## src/rtl/rbp_pkg.sv

```systemverilog
package rbp_pkg;
  localparam int FLAG_W   = 8;
  localparam int B_TXUNF  = 7;
  localparam int B_RXOVF  = 6;
  localparam int B_DONE   = 4;

  typedef enum logic [2:0] {
    ST_IDLE   = 3'd0,
    ST_RX     = 3'd1,
    ST_TX     = 3'd2,
    ST_RX_OVF = 3'd3,
    ST_TX_UNF = 3'd4
  } rbp_state_e;

  function automatic logic is_error(input rbp_state_e s);
    return (s == ST_RX_OVF) || (s == ST_TX_UNF);
  endfunction

  function automatic logic [FLAG_W-1:0] flag_next(
    input logic [FLAG_W-1:0] cur,
    input logic              clr_en,
    input logic [FLAG_W-1:0] keep,
    input logic [FLAG_W-1:0] set
  );
    logic [FLAG_W-1:0] kept;
    kept = clr_en ? (cur & keep) : cur;
    return kept | set;
  endfunction

  function automatic logic irq_reduce(
    input logic [FLAG_W-1:0] f,
    input logic [FLAG_W-1:0] m
  );
    return |(f & m);
  endfunction
endpackage

```

## src/rtl/rbp_mode_fsm.sv

```systemverilog
module rbp_mode_fsm
  import rbp_pkg::*;
(
  input  logic       clk,
  input  logic       rst_n,
  input  logic       strobe_rx,
  input  logic       strobe_tx,
  input  logic       strobe_idle,
  input  logic       ev_ovf,
  input  logic       ev_unf,
  output rbp_state_e state_q
);
  rbp_state_e state_d;

  always_comb begin
    state_d = state_q;
    if (strobe_idle)          state_d = ST_IDLE;
    else if (ev_ovf)          state_d = ST_RX_OVF;
    else if (ev_unf)          state_d = ST_TX_UNF;
    else if (!is_error(state_q)) begin
      if (strobe_rx)          state_d = ST_RX;
      else if (strobe_tx)     state_d = ST_TX;
    end
  end

  always_ff @(posedge clk or negedge rst_n) begin
    if (!rst_n) state_q <= ST_IDLE;
    else        state_q <= state_d;
  end

  assert_ovf_enters_R3: assert property (@(posedge clk) disable iff (!rst_n)
    ev_ovf |=> state_q == ST_RX_OVF);
  assert_unf_enters_R4: assert property (@(posedge clk) disable iff (!rst_n)
    ev_unf |=> state_q == ST_TX_UNF);
  assert_error_holds_R5: assert property (@(posedge clk) disable iff (!rst_n)
    (is_error(state_q) && !strobe_idle) |=> $stable(state_q));
  assert_idle_exit_R5: assert property (@(posedge clk) disable iff (!rst_n)
    strobe_idle |=> state_q == ST_IDLE);
endmodule

```

## src/rtl/rbp_data_reg.sv

```systemverilog
module rbp_data_reg
  import rbp_pkg::*;
#(
  parameter int DATA_W = 8
) (
  input  logic              clk,
  input  logic              rst_n,
  input  rbp_state_e        state_q,
  input  logic              pwr_down,
  input  logic              strobe_idle,
  input  logic              bus_wr_en,
  input  logic [DATA_W-1:0] bus_wdata,
  input  logic              bus_rd_en,
  input  logic              radio_rx_valid,
  input  logic [DATA_W-1:0] radio_rx_data,
  input  logic              radio_tx_req,
  output logic [DATA_W-1:0] data_q,
  output logic              valid_q,
  output logic              dma_q,
  output logic              ev_accept,
  output logic              ev_ovf,
  output logic              ev_unf
);
  logic active, in_rx, in_tx;
  logic ev_consume, wr_take, rd_take;

  always_comb begin
    active     = !pwr_down && !strobe_idle;
    in_rx      = (state_q == ST_RX);
    in_tx      = (state_q == ST_TX);
    ev_accept  = active && in_rx && radio_rx_valid && (!valid_q || bus_rd_en);
    ev_ovf     = active && in_rx && radio_rx_valid && valid_q && !bus_rd_en;
    ev_consume = active && in_tx && radio_tx_req && valid_q;
    ev_unf     = active && in_tx && radio_tx_req && !valid_q;
    wr_take    = active && in_tx && bus_wr_en && !ev_unf;
    rd_take    = active && in_rx && bus_rd_en;
  end

  always_ff @(posedge clk or negedge rst_n) begin
    if (!rst_n) begin
      data_q  <= '0;
      valid_q <= 1'b0;
      dma_q   <= 1'b0;
    end else begin
      dma_q <= ev_accept;
      if (pwr_down) begin
        data_q  <= '0;
        valid_q <= 1'b0;
      end else if (strobe_idle) begin
        valid_q <= 1'b0;
      end else begin
        if (ev_accept)    data_q <= radio_rx_data;
        else if (wr_take) data_q <= bus_wdata;
        if (ev_accept || wr_take)      valid_q <= 1'b1;
        else if (rd_take || ev_consume) valid_q <= 1'b0;
      end
    end
  end

  assert_accept_loads_R1: assert property (@(posedge clk) disable iff (!rst_n)
    ev_accept |=> valid_q);
  assert_consume_empties_R2: assert property (@(posedge clk) disable iff (!rst_n)
    (ev_consume && !bus_wr_en) |=> !valid_q);
  assert_frozen_in_error_R5: assert property (@(posedge clk) disable iff (!rst_n)
    (is_error(state_q) && !pwr_down) |=> $stable(data_q));
  assert_dma_pulse_R8: assert property (@(posedge clk) disable iff (!rst_n)
    ev_accept |=> dma_q);
  assert_powerdown_clears_R9: assert property (@(posedge clk) disable iff (!rst_n)
    pwr_down |=> (data_q == '0) && !valid_q);
endmodule

```

## src/rtl/rbp_irq_ctrl.sv

```systemverilog
module rbp_irq_ctrl
  import rbp_pkg::*;
(
  input  logic              clk,
  input  logic              rst_n,
  input  logic              ev_ovf,
  input  logic              ev_unf,
  input  logic [FLAG_W-1:0] src_evt,
  input  logic              flag_clr_en,
  input  logic [FLAG_W-1:0] flag_clr_data,
  input  logic              mask_wr_en,
  input  logic [FLAG_W-1:0] mask_wdata,
  output logic [FLAG_W-1:0] flags_q,
  output logic [FLAG_W-1:0] mask_q,
  output logic              irq
);
  logic [FLAG_W-1:0] set_vec;

  always_comb begin
    set_vec = src_evt;
    if (ev_ovf) begin
      set_vec[B_RXOVF] = 1'b1;
      set_vec[B_DONE]  = 1'b1;
    end
    if (ev_unf) begin
      set_vec[B_TXUNF] = 1'b1;
      set_vec[B_DONE]  = 1'b1;
    end
  end

  always_ff @(posedge clk or negedge rst_n) begin
    if (!rst_n) begin
      flags_q <= '0;
      mask_q  <= '0;
    end else begin
      flags_q <= flag_next(flags_q, flag_clr_en, flag_clr_data, set_vec);
      if (mask_wr_en) mask_q <= mask_wdata;
    end
  end

  assign irq = irq_reduce(flags_q, mask_q);

  for (genvar b = 0; b < FLAG_W; b++) begin : g_sticky
    assert_flag_sticky_R7: assert property (@(posedge clk) disable iff (!rst_n)
      (flags_q[b] && !(flag_clr_en && !flag_clr_data[b])) |=> flags_q[b]);
  end
  assert_mask_holds_R6: assert property (@(posedge clk) disable iff (!rst_n)
    !mask_wr_en |=> $stable(mask_q));
  assert_unf_flags_R4: assert property (@(posedge clk) disable iff (!rst_n)
    ev_unf |=> flags_q[B_TXUNF] && flags_q[B_DONE]);
  assert_ovf_flags_R3: assert property (@(posedge clk) disable iff (!rst_n)
    ev_ovf |=> flags_q[B_RXOVF] && flags_q[B_DONE]);
endmodule

```

## src/rtl/radio_byte_port.sv

```systemverilog
module radio_byte_port
  import rbp_pkg::*;
#(
  parameter int DATA_W = 8
) (
  input  logic              clk,
  input  logic              rst_n,
  input  logic              pwr_down,
  input  logic              bus_wr_en,
  input  logic [DATA_W-1:0] bus_wdata,
  input  logic              bus_rd_en,
  output logic [DATA_W-1:0] bus_rdata,
  input  logic              mask_wr_en,
  input  logic [FLAG_W-1:0] mask_wdata,
  input  logic              flag_clr_en,
  input  logic [FLAG_W-1:0] flag_clr_data,
  input  logic              strobe_rx,
  input  logic              strobe_tx,
  input  logic              strobe_idle,
  input  logic              radio_rx_valid,
  input  logic [DATA_W-1:0] radio_rx_data,
  input  logic              radio_tx_req,
  output logic [DATA_W-1:0] radio_tx_data,
  input  logic [FLAG_W-1:0] src_evt,
  output logic [2:0]        state,
  output logic              byte_valid,
  output logic [FLAG_W-1:0] flags,
  output logic [FLAG_W-1:0] mask,
  output logic              irq,
  output logic              dma_trig
);
  rbp_state_e        state_q;
  logic [DATA_W-1:0] data_q;
  logic              ev_accept, ev_ovf, ev_unf;

  rbp_mode_fsm u_fsm (
    .clk(clk), .rst_n(rst_n),
    .strobe_rx(strobe_rx), .strobe_tx(strobe_tx), .strobe_idle(strobe_idle),
    .ev_ovf(ev_ovf), .ev_unf(ev_unf), .state_q(state_q)
  );

  rbp_data_reg #(.DATA_W(DATA_W)) u_data (
    .clk(clk), .rst_n(rst_n), .state_q(state_q),
    .pwr_down(pwr_down), .strobe_idle(strobe_idle),
    .bus_wr_en(bus_wr_en), .bus_wdata(bus_wdata), .bus_rd_en(bus_rd_en),
    .radio_rx_valid(radio_rx_valid), .radio_rx_data(radio_rx_data),
    .radio_tx_req(radio_tx_req),
    .data_q(data_q), .valid_q(byte_valid), .dma_q(dma_trig),
    .ev_accept(ev_accept), .ev_ovf(ev_ovf), .ev_unf(ev_unf)
  );

  rbp_irq_ctrl u_irq (
    .clk(clk), .rst_n(rst_n), .ev_ovf(ev_ovf), .ev_unf(ev_unf),
    .src_evt(src_evt), .flag_clr_en(flag_clr_en), .flag_clr_data(flag_clr_data),
    .mask_wr_en(mask_wr_en), .mask_wdata(mask_wdata),
    .flags_q(flags), .mask_q(mask), .irq(irq)
  );

  assign bus_rdata     = data_q;
  assign radio_tx_data = data_q;
  assign state         = state_q;

  assert_accept_only_rx_R1: assert property (@(posedge clk) disable iff (!rst_n)
    ev_accept |-> state_q == ST_RX);
  assert_errors_exclusive_R5: assert property (@(posedge clk) disable iff (!rst_n)
    $countones({ev_accept, ev_ovf, ev_unf}) <= 1);
endmodule

```

## config.mk

```make
export PLATFORM = sky130hd
export DESIGN_NAME = radio_byte_port
export DESIGN_NICKNAME = d
export VERILOG_FILES = /design/src/rtl/rbp_pkg.sv /design/src/rtl/rbp_mode_fsm.sv /design/src/rtl/rbp_data_reg.sv /design/src/rtl/rbp_irq_ctrl.sv /design/src/rtl/radio_byte_port.sv
export SDC_FILE = /design/constraint.sdc
export NUM_CORES = 1
export LEC_CHECK = 0
export BUFFER_PORTS_ARGS = -buffer_cell sky130_fd_sc_hd__buf_4
export CORE_UTILIZATION = 30
export CTS_CLUSTER_DIAMETER = 100
export DETAILED_ROUTE_END_ITERATION = 6
export HOLD_SLACK_MARGIN = 0.15
export PLACE_DENSITY = 0.68
export SLEW_MARGIN = 20
export SYNTH_ARGS = -nofsm -noshare
export SYNTH_HDL_FRONTEND = slang
export SYNTH_HIERARCHICAL = 1
export SYNTH_SLANG_ARGS = --single-unit
```

## constraint.sdc

```tcl
create_clock -name clk -period 3.1 [get_ports clk]
set_input_delay 0.62 -clock clk [delete_from_list [all_inputs] [get_ports clk]]
set_output_delay 0.62 -clock clk [all_outputs]
set_load 0.01 [all_outputs]
```

==> metrics.md <==
| Metric | Value |
|---|---|
| Gr usage total | 15.9% |
| Worst path bufs/invs | 1 |
| Vias in the first global route | 1,349 |
| Drt drc | 0 |
| Slew @ Worst Pin | 0.516 ns |
| Crit. path cell count | 3 |
| Post-DP HPWL | 2900 µm |
| Final instance area | 2210 µm² |
| Via count | 1,326 |
| Dpl ws | 1.00 ns |
| Syn_area_per_cell | 11.5 µm² |
| Min Tclk post-route | 1.81 ns |
| Slew Viols, Final | 0 |
| Final clock period utilization by the worst path | 58.3% |
| Yosys reg bits | 29 |
| IO Count | 90 |
| Synth area leaders | dfrtp_1 (50%), a22oi_1 (6.2%), mux2_2 (6.2%) |
| Mapped Area | 1450 µm² |
| Maximum root-to-sink buffer count | 2 |
| Final wirelength | 3830 µm |
| Hold WC Path Type | primary input to asynchronous set/reset pin |
| Post-CTS Resized | 0 |
| CP Class | register to output pin |
| Sequential area share after synthesis | 50.0% |
| Pleak | 1.12 nW |
| Hold slack | 0.251 ns |
| Max cap viols | 0 |
| H-tree levels | 2 |
| Slew headroom | 65.4% |
| Slowest-stage cell, CP | dfrtp_1 |
| M2 GR Usage | 24.8% |
| Die Ht | 71.5 µm |
| Nets | 264 |
| Critical path startpoint category | register |
| Area of the multi-input gates | 633 µm² |
| CP Max Fanout | 3 |
| Die W | 71.5 µm |
| FF-to-FF End | u_fsm/state_q[1]$_DFFE_PN0P_ |
| Clock sinks | 29 |
| Detail Route Antenna Nets | 0 |
| Clock Skews | 0.00856 ns |
| # diodes | 0 |
| Root cell of the clock tree | clkbuf_8 |
| Port Buffers | 89 |
| WP data required | 2.48 ns |
| Worst reg2reg path depth | 5 |
| Synth-to-Final Area Change | 52.5% |
| Yosys top cell area share | 50.0% |
| Fill cells | 449 |
| First-pass GRT wire length | 6210 µm |
| RSZ-0062 raised after global routing | no |
| DP Area | 2110 µm² |
| Post-Layout Cell Count | 265 |
| Yosys top cell by area | dfrtp_1 |
| CP endpoint kind | output pin |
| WL per Instance | 14.4 µm |
| Syn. warnings | 6 |
| Worst-Skew Late Latency | 0.28 ns |
| CP arrival | 1.19 ns |
| Status | complete, no violations |
| Post-route setup TNS | 0 ns |
| Slack of the critical path | 1.29 ns |
| Initial Util | 32.2% |
| RR Startpoint | u_fsm/state_q[2]$_DFFE_PN0P_ |
| Congestion Overflow GR | 0 |
| Most frequent cells in the layout | buf_4 (90), dfrtp_1 (29), nand2b_1 (13), a22oi_1 (12), o22ai_1 (11) |
| CTS tree | built |
| Endpoints failing hold | 0 |
| FF-to-FF setup slack | 1.33 ns |
| Worst path top cell family by delay | flip-flops |
| Full die area | 5120 µm² |
| Post-Synthesis Cells | 126 |
| Net Count, Synth | 178 |
| CP max stage delay | 0.40 ns |
| Area of the core | 4500 µm² |
| Initial drt markers | 61 |
| Initial antenna violation count | 0 |
| F_max | 553 MHz |
| Post-CTS setup buffer count | 0 |
| CTS clock-pin slew for the worst setup and hold paths | 0.07 ns |
| Routability cong. | 0.733 |
| Initial DRT Pass Iterations | 4 |
| # setup viols final | 0 |
| Share of cells above drive strength 1 | 52.1% |
| Critical Path Source | u_irq/flags_q[2]$_DFF_PN0_ |
| PwrDens | 438 nW/µm² |
| Worst setup endpoint | irq |
| Largest net degree at the start of global routing | 30 |
| Most frequent standard cell in the layout excluding fill and tap cells | buf_4 |
| Cell Rows | 24 |
| Global-route layer with the greatest usage | met2 |
| Worst path cell trace | a22oi_1 > nand4_1 > buf_4 |
| Met3 Usage GRT | 7.17% |
| Vias per cell | 5.00 |
| Post-synthesis cell type count | 33 |
| Placed insts | 257 |
| Peak VDD IR | 317 µV |
| Cts hold-fix bufs | 0 |
| Met1 usage | 19.1% |
| CTS Buf Count | 5 |
| Storage element area | 726 µm² |
-- sequential cells by signal, indices dropped and copies added (netlist names) --
register,flops
u_irq/flags_q,8
u_fsm/state_q,3
u_irq/mask_q,8
u_data/valid_q,1
u_data/dma_q,1
u_data/data_q,8
-- cell families (layout without fill, tap and decap cells) --
logic type,after synthesis,count (layout),synth area share (%)
buffers and inverters,14,101,6.30
AOI/OAI and AO/OA,42,42,21.8
DFF,29,29,50.0
muxes,8,8,6.21
and+or+nand+nor,33,33,15.6
-- area by class of cell --
type | instances | share of cell area, %
repair buffers | 90 | 30.5
flip-flops and latches | 29 | 32.8
clock buffers | 7 | 4.36
multi-input cells | 83 | 28.6
well taps | 52 | 2.94
clock inverters | 1 | 0.226
inverters | 3 | 0.509
-- per-layer routing --
| layer | share of wire [%] | up-vias |
|---|---|---|
| met5 | 0 | - |
| met4 | 1.3 | 0 |
| met3 | 12 | 5 |
| met2 | 45 | 82 |
| met1 | 41 | 606 |
| li1 | - | 633 |
-- through the flow --
stage                     power (mW)  util (%)
after floorplan                0.517         -
after global placement         0.632      46.9
after detailed placement       0.634      46.9
after CTS                      0.984      49.1
after global routing            1.02      49.1
final                          0.969      49.1
-- worst min-delay path by stage --
stage | startpoint | endpoint | slack [ns] | depth (start not counted)
finish | rst_n | u_data/dma_q$_DFF_PN0_ | 0.25 | 1
global route | rst_n | u_data/dma_q$_DFF_PN0_ | 0.27 | 1
CTS | rst_n | u_data/dma_q$_DFF_PN0_ | 0.26 | 1
detailed placement | u_irq/flags_q[5]$_DFF_PN0_ | u_irq/flags_q[5]$_DFF_PN0_ | 0.50 | 1
global placement | u_irq/flags_q[3]$_DFF_PN0_ | u_irq/flags_q[3]$_DFF_PN0_ | 0.50 | 1
floorplan | rst_n | u_data/data_q[0]$_DFFE_PN0P_ | 0.32 | 0
-- Yosys cell counts --
master / count
nand3b_4: 1
a21o_1: 8
nand2b_1: 13
nor3_1: 1
mux2_2: 8
or2b_2: 1
a221oi_2: 1
buf_2: 1
or2b_1: 3
a2bb2oi_1: 1
and2b_1: 3
a221oi_1: 1
inv_1: 3
dfrtp_1: 29
buf_6: 1
or3_1: 1
a22oi_1: 12
a21oi_1: 1
a211o_1: 3
nor2_1: 3
nor3_2: 1
nor4b_1: 1
and3_1: 1
nand4_1: 1
o21ai_1: 2
o22ai_1: 11
clkbuf_1: 1
nand3b_1: 1
buf_4: 8
a2111o_1: 1
a211oi_2: 1
nor2b_1: 1
nand2_1: 1
-- report_power, final --
group	leakage (nW)	internal (mW)	switching, mW
clock network	0.0542	0.200	0.143
registers	0.351	0.405	0.0257
logic	0.719	0.118	0.0775
(Power assumes the default switching activity.)
